===== config.mk =====
export PLATFORM = sky130hd
export DESIGN_NAME = tty_line_ctl
export DESIGN_NICKNAME = d
export VERILOG_FILES = /design/src/rtl/tty_line_ctl.sv
export SDC_FILE = /design/constraint.sdc
export NUM_CORES = 1
export LEC_CHECK = 0
export ABC_AREA = 1
export ABC_CLOCK_PERIOD_IN_PS = 1400
export BUFFER_PORTS_ARGS = -buffer_cell sky130_fd_sc_hd__buf_2
export CORE_UTILIZATION = 45
export CTS_BUF_LIST = sky130_fd_sc_hd__clkbuf_4
export CTS_CLUSTER_SIZE = 20
export DETAILED_ROUTE_END_ITERATION = 12
export PLACE_DENSITY_LB_ADDON = 0.05
export SYNTH_ARGS = -nofsm -noshare
export SYNTH_HDL_FRONTEND = slang
export SYNTH_SLANG_ARGS = --single-unit
export TNS_END_PERCENT = 30

===== constraint.sdc =====
create_clock -name clk -period 1.4 [get_ports clk]
set_clock_uncertainty 0.1 [all_clocks]
set_input_delay 0.07 -clock clk [delete_from_list [all_inputs] [get_ports clk]]
set_output_delay 0.07 -clock clk [all_outputs]
set_load 0.03 [all_outputs]

===== src/rtl/tty_line_ctl.sv =====
module tty_line_ctl #(
  parameter int DATA_BITS = 8,
  parameter int OVS       = 8,
  parameter int START_RUN = 4
) (
  input  logic clk,
  input  logic pwr_clr,
  input  logic line_in,
  input  logic clr_now,
  input  logic clr_at_start,
  output logic rx_en,
  output logic tx_en,
  output logic tx_hold,
  output logic flag_clr
);
  localparam int PW = $clog2(OVS);
  localparam int BW = $clog2(DATA_BITS + 1);
  localparam int SW = $clog2(START_RUN + 1);

  typedef enum logic [1:0] {IDLE, CHECK, RECV} st_t;

  st_t           st;
  logic [PW-1:0] tx_div;
  logic [PW-1:0] phase;
  logic [BW-1:0] bits;
  logic [SW-1:0] run;
  logic          armed;

  wire space    = ~line_in;
  wire start_ok = (st == CHECK) && space && (run == SW'(START_RUN - 1));
  wire bit_tick = (st == RECV) && (phase == PW'(OVS - 1));
  wire last_bit = bit_tick && (bits == BW'(DATA_BITS));

  assign rx_en   = bit_tick;
  assign tx_hold = (st == RECV);
  assign tx_en   = (tx_div == PW'(OVS - 1));

  always_ff @(posedge clk) begin
    if (pwr_clr) tx_div <= '0;
    else         tx_div <= tx_en ? '0 : tx_div + 1'b1;
  end

  always_ff @(posedge clk) begin
    if (pwr_clr) begin
      st    <= IDLE;
      run   <= '0;
      phase <= '0;
      bits  <= '0;
    end else begin
      case (st)
        IDLE: if (space) begin
          st  <= CHECK;
          run <= SW'(1);
        end
        CHECK: begin
          if (!space) begin
            st  <= IDLE;
            run <= '0;
          end else if (start_ok) begin
            st    <= RECV;
            run   <= '0;
            phase <= '0;
            bits  <= '0;
          end else begin
            run <= run + 1'b1;
          end
        end
        RECV: begin
          phase <= (phase == PW'(OVS - 1)) ? '0 : phase + 1'b1;
          if (last_bit)      st   <= IDLE;
          else if (bit_tick) bits <= bits + 1'b1;
        end
        default: st <= IDLE;
      endcase
    end
  end

  always_ff @(posedge clk) begin
    if (pwr_clr) begin
      armed    <= 1'b0;
      flag_clr <= 1'b0;
    end else begin
      armed    <= clr_at_start | (armed & ~start_ok);
      flag_clr <= clr_now | (armed & start_ok);
    end
  end
endmodule


==> flow_summary.json, run 1 <==
{
  "drt-initial-drc-count": 7,
  "ys_seq_elements": 17,
  "fin_crit_ps": 1390,
  "finalInstanceArea_um2": 997,
  "worstPathMaxFanout": 3,
  "stdcell_count": 143,
  "clk_latency_ps": 290,
  "start_util": 0.509,
  "pwr-share-comb": 0.082,
  "synth-simple-area-share": 0.272,
  "reg2reg_depth": 8,
  "arrival_ps": 1220,
  "status": "completed",
  "critical_path_class": "reg2out",
  "cts-root-buf": "clkbuf_4",
  "dpl-instance-area_um2": 900,
  "grt_max_degree": 13,
  "drcViolationCount": 0,
  "postSynthAreaPerCell_um2": 7.87,
  "clk_pin_slew_ps": 100,
  "p_sw_mw": 0.206,
  "finalSetupViolCount": 0,
  "coreArea_mm2": 0.00159,
  "clkPwrFrac": 0.330,
  "ys_warn_count": 0,
  "yosys-top-cells-area": "dfxtp_1, ha_1, nand2_1",
  "leakagePower_nw": 0.460,
  "cts_tree": "done",
  "pre_cts_ws_ps": 45.5,
  "ioPinCount": 9,
  "grtUsageTotal": 0.187,
  "num_rows": 14,
  "gp_congestion": 0.814,
  "vdd_drop_max_uv": 671,
  "totalWireLength_um": 1520,
  "period_share": 0.991,
  "dp_hpwl_um": 1090,
  "setup_ws_ps": 12.5,
  "worst_pin_slew_ps": 350,
  "num_vias": 690,
  "die_area_mm2": 0.00198,
  "slew-limit-headroom": 0.764,
  "synth_cells": 103,
  "cts_buffers": 3,
  "internal-power_mw": 0.660,
  "synthAdderAreaFrac": 0.108,
  "synth_top_area_frac": 0.420,
  "rsz0062_at_grt": "true",
  "synth_top_family_by_area": "simple AND/OR/NAND/NOR gates",
  "utilization": 0.626,
  "clock_path_buffers": 2,
  "switching_share": 0.237,
  "hp-class": "in2reg",
  "ys_seq_area_frac": 0.420,
  "fin_nets": 132,
  "end_kind": "primary output",
  "first_pass_iters": 3,
  "p_per_area_mw_per_mm2": 868,
  "synth_compound_area_frac": 0.116,
  "grt_pass1_wl_um": 2660,
  "finalHoldViolCount": 0,
  "synth_xor_area_frac": 0.0108,
  "fin_hold_ws_ps": 1.73,
  "antenna_found_initial": 0,
  "layout-drive-gt1-share": 0.269,
  "yosys.area.top_type": "dfxtp_1",
  "critPathLaunchType": "flop",
  "portBuffers": 8,
  "power_frac_seq": 0.588,
  "grt-ovfl-total": 0,
  "wl_per_cell_um": 10.6,
  "syn2layout_area_growth_pct": 23.0,
  "slew_viol_final": 0,
  "regArea_um2": 344,
  "power_mw": 0.865,
  "via_per_inst": 4.83,
  "fmax_mhz": 721,
  "diodes": 0,
  "grt_pass1_vias": 653,
  "synth.area.mux_share": 0,
  "ant_nets": 0,
  "fin_setup_tns_ps": 0,
  "crit_required_ps": 1230,
  "multiInputGateArea_um2": 443,
  "syn_nets": 115,
  "holdPathStages": 4,
  "htreeDepth": 1,
  "synth_area_um2": 811,
  "die_h_um": 44.4,
  "maxCapViolations": 0,
  "die_w_um": 44.4,
  "fill_cells": 158,
  "placedCellCount": 135,
  "cts.sink_count": 17,
  "synth_cell_types": 19
}
worst max-delay path: stages (launching register included):
cell     delay [ps]
dfxtp_2         370
ha_4            140
ha_4            140
inv_4            40
nor2_4          100
buf_6           140
flip-flops by register name (all words and copies together), names as in the netlist:
| signal | flops |
|---|---|
| bits | 4 |
| phase | 3 |
| run | 3 |
| tx_div | 3 |
| st | 2 |
| armed | 1 |
| flag_clr | 1 |
per-layer routing:
metal  up-vias  track usage  routed length, um  part of all wire
li1        368            -                  -                 -
met1       310        0.213                710              0.47
met2         8        0.338                739              0.49
met3         4       0.0245                 33             0.022
met4         0       0.0909                 34             0.022
met5         -            0                  0                 0
power by group through the flow:
| stage | sequential, mW | combinational, mW | clock, mW |
|---|---|---|---|
| finish | 0.509 | 0.0707 | 0.286 |
| global placement | 0.519 | 0.0619 | 0 |
| CTS | 0.509 | 0.0714 | 0.286 |
| floorplan | 0.521 | 0.0446 | 0 |
| detailed placement | 0.520 | 0.0645 | 0 |
| global route | 0.511 | 0.0820 | 0.302 |
cell usage in the layout (no fill, tap or decap), drive strengths merged:
| master | n |
|---|---|
| a21oi | 13 |
| buf | 10 |
| ha | 7 |
| nand2 | 19 |
| dfxtp | 17 |
| xnor2 | 1 |
| a31oi | 1 |
| clkbuf | 4 |
| dlygate4sd3 | 3 |
| nor2 | 14 |
| o21ai | 3 |
| nand4 | 2 |
| nand3 | 9 |
| inv | 15 |
| or2 | 1 |
logic make-up after synthesis:
group / count (synthesis)
simple gates: 45
flops: 17
fa+ha+maj: 7
compound gates: 17
buf+inv: 16
xor+xnor: 1
cell type report:
cell class	instances	share of cell area
clock buffer	4	0.0301
tap	24	0.0301
inverter	15	0.0590
timing repair buffer	13	0.0916
sequential	17	0.345
multi-input combinational	70	0.444
cells in the mapped netlist:
cell      instances
a21oi_2           2
nand3_1           8
nand2_4           2
or2_2             1
xnor2_1           1
inv_1            13
clkbuf_1          1
a31oi_1           1
nand2_1          15
inv_2             2
dfxtp_1          17
nor2_4            1
ha_1              7
nand3_2           1
nand2_2           2
o21ai_0           3
nand4_1           2
a21oi_1          11
nor2_1           13
timing repair:
item                                    in CTS  in global routing
hold buffers                                 3                  0
setup buffers                                1                  0
endpoints found under the setup margin       1                 11
resized for setup                            5                  4
hold endpoints to repair                     4                  0
path summary, 6_finish.rpt:
| path | from | to | slack, ps |
|---|---|---|---|
| worst max-delay path | phase[0] | rx_en | 10 |
| worst min-delay path | line_in | run[0] | 2 |
| worst max register to register | phase[0] | bits[3] | 100 |
| worst min register to register | tx_div[0] | tx_div[0] | 340 |
(Power assumes the default switching activity.)
==> run 2, diff against run 1 <==
CORE_UTILIZATION = 53   (was 45)
==> run 2 against run 1 <==
Net effect: the flow now finishes with violations (negative setup slack); critical path depth unchanged; sequential power about the same; total power decreased by 1.6%; flip-flop and latch count unchanged; fmax decreased by 1.1%; register-to-register slack got worse by 20 ps; wire length decreased by 3.7%; critical path type unchanged; critical endpoint unchanged; highest routed layer unchanged.
==> flow_summary.json, run 2 (synthesized netlist as in run 1, its figures left out) <==
{
  "critical_path_class": "reg2out",
  "holdPathStages": 1,
  "htreeDepth": 1,
  "layout-drive-gt1-share": 0.252,
  "antenna_found_initial": 0,
  "r2r_setup_slack_ps": 80,
  "hp-class": "reg2reg",
  "first_pass_iters": 4,
  "layout_common_cells": "nand2_1, dfxtp_1, inv_1, nor2_1, a21oi_1",
  "fin_crit_ps": 1400,
  "reg2reg_depth": 8,
  "portBuffers": 8,
  "fin_setup_tns_ps": -2.32,
  "violations": "negative setup slack",
  "clk_latency_ps": 290,
  "critPathLaunchType": "flop",
  "grt_max_degree": 13,
  "setup_ws_ps": -2.32,
  "pre_cts_ws_ps": 51.8,
  "via_per_inst": 5.16,
  "worstReg2RegStart": "phase[0]",
  "multiInputGateArea_um2": 438,
  "die_h_um": 41.1,
  "grt_pass1_wl_um": 2170,
  "vdd_drop_max_uv": 964,
  "dp_hpwl_um": 1020,
  "clk_pin_slew_ps": 80,
  "totalWireLength_um": 1460,
  "grt_pass1_vias": 587,
  "ant_nets": 0,
  "wl_per_cell_um": 10.9,
  "status": "complete, but fails checks",
  "crit_required_ps": 1230,
  "worst_pin_slew_ps": 360,
  "grtUsageTotal": 0.205,
  "start_util": 0.593,
  "die_area_mm2": 0.00169,
  "num_rows": 13,
  "fmax_mhz": 713,
  "largest_reg_flops": 4,
  "hold_path.startpoint": "tx_div[0]",
  "slew_viol_final": 0,
  "fill_cells": 117,
  "min_to": "tx_div[0]",
  "finalHoldViolCount": 0,
  "diodes": 0,
  "num_vias": 691,
  "gp_congestion": 0.694,
  "p_per_area_mw_per_mm2": 869,
  "end_kind": "primary output",
  "regArea_um2": 343,
  "ioPinCount": 9,
  "r2r_end": "bits[2]",
  "drt-initial-drc-count": 6,
  "max_flop_register": "bits",
  "slew-limit-headroom": 0.757,
  "coreArea_mm2": 0.00137,
  "fin_nets": 132,
  "arrival_ps": 1230,
  "cts.sink_count": 17,
  "cts-root-buf": "clkbuf_4",
  "cts_tree": "done",
  "clock_path_buffers": 2,
  "cts_buffers": 3,
  "finalSetupViolCount": 1,
  "rsz0062_at_grt": "true",
  "maxCapViolations": 0,
  "die_w_um": 41.1,
  "period_share": 1.00,
  "drcViolationCount": 0,
  "grt-ovfl-total": 0,
  "syn2layout_area_growth_pct": 20.8,
  "leakagePower_nw": 0.457,
  "worstPathMaxFanout": 3
}
-- run 2: layout make-up --
cell class / count / area share
multi-input cells: 70 / 0.447
flip-flops and latches: 17 / 0.350
repair buffers: 13 / 0.0958
inverters: 15 / 0.0575
clock buffers: 4 / 0.0307
well taps: 15 / 0.0192
-- run 2: per-stage QoR --
step / std cells / power, mW / area, um^2 / util / hold slack [ps]
global placement: 126 / 0.580 / 888 / 0.650 / 177
floorplan: 103 / 0.566 / 826 / - / 87.4
detailed placement: 126 / 0.583 / 888 / 0.650 / 180
finish: 134 / 0.851 / 980 / 0.717 / 321
global route: 134 / 0.891 / 980 / 0.717 / 353
CTS: 134 / 0.861 / 976 / 0.714 / 324
-- run 2: critical path, cell delays in order (launching register included) --
cell,delay (ps)
dfxtp_2,370
ha_4,150
ha_4,130
inv_2,50
nor2_4,110
buf_6,140
-- run 2: layer usage --
metal / wire length (um) / vias up / global-route usage
met4: 10 / 0 / 0.0484
met5: 0 / - / 0
met3: 60 / 2 / 0.0978
met1: 613 / 316 / 0.197
li1: - / 364 / -
met2: 778 / 9 / 0.387
-- run 2: power breakdown --
| part | internal (mW) | switching [mW] | leakage [nW] | total, mW |
|---|---|---|---|---|
| registers | 0.500 | 0.00800 | 0.140 | 0.508 |
| clock network | 0.130 | 0.141 | 0.0184 | 0.271 |
| logic | 0.0312 | 0.0411 | 0.299 | 0.0722 |
-- run 2: how the worst max path moves through the flow --
stage / start / to / slack, ps
after detailed placement: run[0] / bits[2] / 50
final: phase[0] / rx_en / -2
after global routing: phase[0] / rx_en / -60
after CTS: phase[1] / rx_en / 5
after floorplan: phase[0] / bits[3] / 4
after global placement: phase[0] / bits[0] / 120
-- run 2: what timing repair did --
item | CTS | global route
hold buffers | 4 | 0
gates resized for setup | 4 | 2
pin swaps | 0 | 0
endpoints found under the setup margin | 1 | 5
hold endpoints to repair | 5 | 0
setup buffers | 0 | 0
